--- config.mk ---
export PLATFORM = sky130hd
export DESIGN_NAME = sar_adc_ctrl
export DESIGN_NICKNAME = d
export VERILOG_FILES = /design/src/rtl/sar_ctrl_pkg.sv /design/src/rtl/sar_bus_decode.sv /design/src/rtl/sar_seq.sv /design/src/rtl/sar_read_fmt.sv /design/src/rtl/sar_adc_ctrl.sv
export SDC_FILE = /design/constraint.sdc
export NUM_CORES = 1
export LEC_CHECK = 0
export BUFFER_PORTS_ARGS = -buffer_cell sky130_fd_sc_hd__buf_2
export CAP_MARGIN = 10
export CORE_AREA = 2 2 58 60
export DETAILED_ROUTE_END_ITERATION = 6
export DIE_AREA = 0 0 60 62
export PLACE_DENSITY = 0.79
export SETUP_SLACK_MARGIN = 0.1
export SYNTH_ARGS = -nofsm -noshare
export SYNTH_HDL_FRONTEND = slang
export SYNTH_SLANG_ARGS = --single-unit
--- constraint.sdc ---
create_clock -name clk -period 3.2 [get_ports clk]
set_clock_uncertainty 0.05 [all_clocks]
set_input_delay 0.48 -clock clk [delete_from_list [all_inputs] [get_ports clk]]
set_output_delay 0.48 -clock clk [all_outputs]
set_load 0.02 [all_outputs]
--- src/rtl/sar_ctrl_pkg.sv ---
package sar_ctrl_pkg;
    typedef enum logic [1:0] {
        PH_IDLE   = 2'd0,
        PH_SETTLE = 2'd1,
        PH_TRIAL  = 2'd2,
        PH_TAIL   = 2'd3
    } phase_e;
endpackage

--- src/rtl/sar_bus_decode.sv ---
module sar_bus_decode (
    input  logic clk,
    input  logic rst_n,
    input  logic ce_i,
    input  logic cs_n_i,
    input  logic rc_i,
    input  logic busy_i,
    output logic start_o,
    output logic read_o
);
    typedef struct packed {
        logic sel;
        logic rc;
    } dec_s;

    dec_s q, d;
    logic sel;

    always_comb begin
        sel     = ce_i & ~cs_n_i;
        d.sel   = sel;
        d.rc    = rc_i;
        // new select with convert level, or convert edge under a held select
        start_o = sel & ~rc_i & (~q.sel | q.rc) & ~busy_i;
        read_o  = sel & rc_i;
    end

    always_ff @(posedge clk or negedge rst_n) begin
        if (!rst_n) q <= '0;
        else        q <= d;
    end
endmodule

--- src/rtl/sar_seq.sv ---
module sar_seq
    import sar_ctrl_pkg::*;
#(
    parameter int DW         = 12,
    parameter int SHORT_BITS = 8,
    parameter int SETTLE_CYC = 3,
    parameter int LEAD_CYC   = 2
) (
    input  logic          clk,
    input  logic          rst_n,
    input  logic          start_i,
    input  logic          a0_i,
    input  logic          comp_i,
    output logic [DW-1:0] dac_o,
    output logic [DW-1:0] result_o,
    output logic          status_o,
    output logic          data_ok_o,
    output logic          short_o
);
    localparam int MAXC = (SETTLE_CYC > LEAD_CYC) ? SETTLE_CYC : LEAD_CYC;
    localparam int CW   = $clog2(MAXC + 1) + 1;
    localparam int IW   = $clog2(DW) + 1;

    typedef struct packed {
        phase_e        phase;
        logic [CW-1:0] cnt;
        logic [IW-1:0] idx;
        logic [DW-1:0] sar;
        logic          short_mode;
    } seq_s;

    seq_s q, d;
    logic [DW-1:0] trial;
    logic [IW-1:0] stop_idx;

    always_comb begin
        d        = q;
        trial    = DW'(1) << q.idx;
        stop_idx = q.short_mode ? IW'(DW - SHORT_BITS) : '0;
        case (q.phase)
            PH_IDLE: begin
                if (start_i) begin
                    d.phase      = PH_SETTLE;
                    d.cnt        = '0;
                    d.idx        = IW'(DW - 1);
                    d.sar        = '0;
                    d.short_mode = a0_i;
                end
            end
            PH_SETTLE: begin
                if (q.cnt == CW'(SETTLE_CYC - 1)) begin
                    d.phase = PH_TRIAL;
                    d.cnt   = '0;
                end else begin
                    d.cnt = q.cnt + 1'b1;
                end
            end
            PH_TRIAL: begin
                if (!comp_i) d.sar = q.sar | trial;
                if (q.idx == stop_idx) begin
                    d.phase = PH_TAIL;
                    d.cnt   = '0;
                end else begin
                    d.idx = q.idx - 1'b1;
                end
            end
            default: begin
                if (q.cnt == CW'(LEAD_CYC - 1)) d.phase = PH_IDLE;
                else                            d.cnt   = q.cnt + 1'b1;
            end
        endcase
        dac_o     = (q.phase == PH_TRIAL) ? (q.sar | trial) : q.sar;
        result_o  = q.sar;
        status_o  = (q.phase != PH_IDLE);
        data_ok_o = (q.phase == PH_IDLE) || (q.phase == PH_TAIL);
        short_o   = q.short_mode;
    end

    always_ff @(posedge clk or negedge rst_n) begin
        if (!rst_n) q <= '{phase: PH_IDLE, default: '0};
        else        q <= d;
    end
endmodule

--- src/rtl/sar_read_fmt.sv ---
module sar_read_fmt #(
    parameter int DW = 12
) (
    input  logic [DW-1:0] result_i,
    input  logic          word12_i,
    input  logic          a0_i,
    output logic [DW-1:0] dout_o
);
    localparam int LOW_W = DW - 8;

    logic [7:0] hi_byte, lo_byte;

    always_comb begin
        hi_byte = result_i[DW-1 -: 8];
        lo_byte = 8'(result_i[LOW_W-1:0]) << (8 - LOW_W);
        if (word12_i)  dout_o = result_i;
        else if (a0_i) dout_o = DW'(lo_byte);
        else           dout_o = DW'(hi_byte);
    end
endmodule

--- src/rtl/sar_adc_ctrl.sv ---
module sar_adc_ctrl #(
    parameter int DW         = 12,
    parameter int SHORT_BITS = 8,
    parameter int SETTLE_CYC = 3,
    parameter int LEAD_CYC   = 2
) (
    input  logic          clk,
    input  logic          rst_n,
    input  logic          ce_i,
    input  logic          cs_n_i,
    input  logic          rc_i,
    input  logic          a0_i,
    input  logic          word12_i,
    input  logic          comp_i,
    output logic [DW-1:0] dac_o,
    output logic          status_o,
    output logic [DW-1:0] dout_o,
    output logic          oe_o
);
    logic          start_w, read_w, data_ok_w, short_w;
    logic [DW-1:0] result_w;

    sar_bus_decode u_dec (
        .clk(clk), .rst_n(rst_n), .ce_i(ce_i), .cs_n_i(cs_n_i), .rc_i(rc_i),
        .busy_i(status_o), .start_o(start_w), .read_o(read_w)
    );

    sar_seq #(
        .DW(DW), .SHORT_BITS(SHORT_BITS), .SETTLE_CYC(SETTLE_CYC), .LEAD_CYC(LEAD_CYC)
    ) u_seq (
        .clk(clk), .rst_n(rst_n), .start_i(start_w), .a0_i(a0_i), .comp_i(comp_i),
        .dac_o(dac_o), .result_o(result_w), .status_o(status_o),
        .data_ok_o(data_ok_w), .short_o(short_w)
    );

    sar_read_fmt #(.DW(DW)) u_fmt (
        .result_i(result_w), .word12_i(word12_i), .a0_i(a0_i), .dout_o(dout_o)
    );

    assign oe_o = read_w & data_ok_w;
endmodule

==> impl_summary.md <==
Outcome
The run finished with clean final reports.

STA
The post-route setup TNS is 0 ns. In the finished design, the share of the clock period the worst path needs comes to ~90%. Setup violations remaining at the end of the flow were counted as 0. The hold violation total from the final report is 0. Derived from the worst setup path, the maximum achievable clock frequency is roughly 0.35 GHz. The final-report max-slew violation count is 0. The relative slew slack is between 50% and 60%. The shortest clock period the worst path allows after layout is 2.84 ns.

At the pin with the least slew margin, the transition time is 0.630 ns. Setup repair after global routing left no endpoint under its margin.

Yosys
The distinct cell type count after synthesis is 36. Sequential cells were found to cover 37.7% of the synthesized design area. The number of nets handed over by synthesis was 204. In the synthesized netlist the dominant register cell turns out to be dfrtp_1. Counting flops and latches in the post-synthesis netlist gives 25. By area the synthesized netlist is led by dfrtp_1, ha_1, nor2_1, mux2i_1, a21o_1. The summed instance area of the synthesized netlist is 1660 um2.

The proportion of synthesized flip-flops having asynchronous set or reset is 100%. The cell taking the most area after synthesis is dfrtp_1. The top cell type by area accounts for roughly 38% of the synthesized area. The number of enable-type register cells in the synthesized netlist is 0. Yosys printed 0 warnings.

The mean area per synthesized cell is approximately 9.1 um2. Synthesis produced a netlist whose cell count is 183.

Layout
The commonest non-fill, non-tap cell in the layout is buf_2. The top cell types in the final layout, fill and taps aside, are buf_2, dfrtp_1, nor2_1. The register area is around 630 um2. The count of placed standard cells in the final layout, fillers left out is 260. The diode insertion count for antenna repair is 0. In the final design database the tool counted 236 nets. The proportion of layout cells with a drive suffix above 1 is 24.8%. The filler cells instantiated in the layout total ~290. The area taken by multi-input logic gates is 961 um2. From synthesis to final layout, the design area changed by 13.6%.

Critical path
Along the worst path, the maximum fanout reaches 9. The path type of the worst setup path is flop to output port. The longest individual stage delay on the worst path is between 0.5 and 0.6 ns.

The cell occurring most often along the worst timing path is inv_1. The cell at the slowest stage of the critical path is nor4_1. The critical path goes through inv_1 -> ha_1 -> inv_1 -> nor4_1 -> a21o_1 -> buf_2.

The element type at the critical path start is a flop. For the worst setup path, the data required time is around 2.7 ns. The endpoint kind of the worst setup timing path is an output port. For the worst setup path, the data arrival time is ~2.3 ns.

Clocking
Hold repair after CTS inserted 0 buffers. CTS placed an instance of clkbuf_4 at the clock tree root. The number of setup buffers added after CTS is 0. After clock tree synthesis, the clock-pin slew on the worst setup and hold paths is 0.14 ns. Clock latency on the worst-skew pair, taken at its later pin, is between 0.3 and 0.4 ns. The number of buffers inserted during clock tree synthesis is 3. The H-tree depth reported by CTS is 1.

For this design, the sink count on the clock tree is 25. The deepest clock path buffer count is 2. The TritonCTS clock tree is yes. Gates resized during post-CTS repair numbered 0.

Global routing
Entering global routing, the biggest net connects 26 pins. The overflow left after global routing is 0. Global routing used a little under a fifth of the available tracks. The number of global-route vias before repair came to 1,232. The initial antenna violation count was 0. The global-route wire length before repair is 5.34 mm.

Drt
The count of nets left with antenna violations after detail routing is 0. The total via count after detailed routing is 1,390. The detailed-route vias per instance is 5.35. After detailed routing, the total wire length is 3.30 mm.

The number of detailed-route iterations in the first pass is 4. The number of DRC markers in iteration 0 is 66. The DRC violation count after routing is 0. Dividing the detail-routed wire length by the instance count gives ~13 um.

Worst hold path
The path class of the lowest-slack min-delay path is input port to async pin.

Power and ir drop
Across the VDD grid, the largest voltage drop is around 0.00060 V. Summing internal, switching and leakage power gives roughly 1.9 mW. Dividing total power by cell area gives a power density of 988 nW/um2. The leakage power summed over all cells is between 0.9 and 1 nW.

Place
The wire-length estimate of the detail-placed layout is approximately 2.5 mm. The number of cells in the design after placement is between 200 and 300. In this run the tool buffered the top-level ports with 33 buffer cells. The congestion estimate from routability-driven global placement came to about 0.86.

Die
The die height is approximately 62 um. The I/O pin count is 34. The initial utilization of the core area, before any placement, comes to between 50% and 60%.

The floorplan step defined a die boundary enclosing roughly 3700 um2. The total core area is between 3000 and 4000 um2. From left edge to right edge, the die measures approximately 60 um.

The standard-cell row count is 21.

Job
The tool flagged a number of max-cap violations equal to 0.
layer usage:
metal / wire length [um] / global-route usage, %
met5: 0 / 0
met4: 19 / 5.71
met3: 105 / 1.86
met2: 1590 / 32.6
met1: 1580 / 24.8
final timing paths:
path | slack [ns] | to | cells after the start | startpoint
setup reg to reg | 1.14 | u_seq.q[16] | 7 | u_seq.q[21]
setup / recovery | 0.36 | dac_o[11] | 6 | u_seq.q[21]
min in group clk | 0.26 | u_dec.q[0] | 1 | rc_i
hold / removal | 0.09 | u_seq.result_o[9] | 1 | rst_n
hold reg to reg | 0.51 | u_seq.short_o | 1 | u_seq.short_o
max in group asynchronous | 2.64 | u_seq.q[16] | 1 | rst_n
kinds of logic (layout without fill, tap and decap cells):
| group | count (synthesis) | in the layout | synth area share, % |
|---|---|---|---|
| fa+ha+maj | 13 | 13 | 9.80 |
| compound gates | 51 | 51 | 19.9 |
| flops | 25 | 25 | 37.7 |
| xor+xnor | 1 | 1 | 0.528 |
| buf+inv | 18 | 49 | 4.45 |
| simple gates | 64 | 64 | 20.8 |
| mux | 11 | 11 | 6.86 |
worst max-delay path: cells and delay by family (launching register included):
kind                     cells  cell delay, ns
AO/OA/AOI/OAI                1            0.22
AND/OR/NAND/NOR              1            0.51
buffers and inverters        3            0.47
adder cells (fa/ha/maj)      1            0.38
flip-flops                   1            0.42
metrics by stage:
step / cell area [um2] / util, % / setup WS [ns] / hold WS, ns
floorplan: 1660 / - / 0.986 / 0.134
global placement: 1860 / 58.4 / 0.894 / 0.450
detailed placement: 1860 / 58.4 / 0.778 / 0.449
CTS: 1890 / 59.3 / 0.385 / 0.0946
global route: 1890 / 59.3 / 0.197 / 0.113
finish: 1890 / 59.3 / 0.362 / 0.0865
registers in the layout, summed over array words and instances, names as in the netlist:
register	count
u_seq.result_o	12
u_seq.q	10
u_dec.q	2
u_seq.short_o	1
power breakdown:
part	switching (mW)	internal (mW)
clock network	0.0884	0.0466
registers	0.137	0.437
logic	0.688	0.467
Yosys cell counts (5+ instances only):
library cell,n
nand2_1,12
dfrtp_1,25
inv_1,11
a21oi_1,10
a31o_2,5
nor2_1,22
mux2i_1,8
a31oi_1,7
o21ai_0,13
nand2b_1,5
a21o_1,9
ha_1,13
final cells by class:
| class | count | area share (%) |
|---|---|---|
| multi-input combinational | 140 | 51.0 |
| sequential | 25 | 33.2 |
| timing repair buffer | 34 | 9.16 |
| tap | 46 | 3.05 |
| inverter | 11 | 2.19 |
| clock buffer | 3 | 1.19 |
| clock inverter | 1 | 0.265 |
No activity file was read; power rests on OpenSTA's default activity.
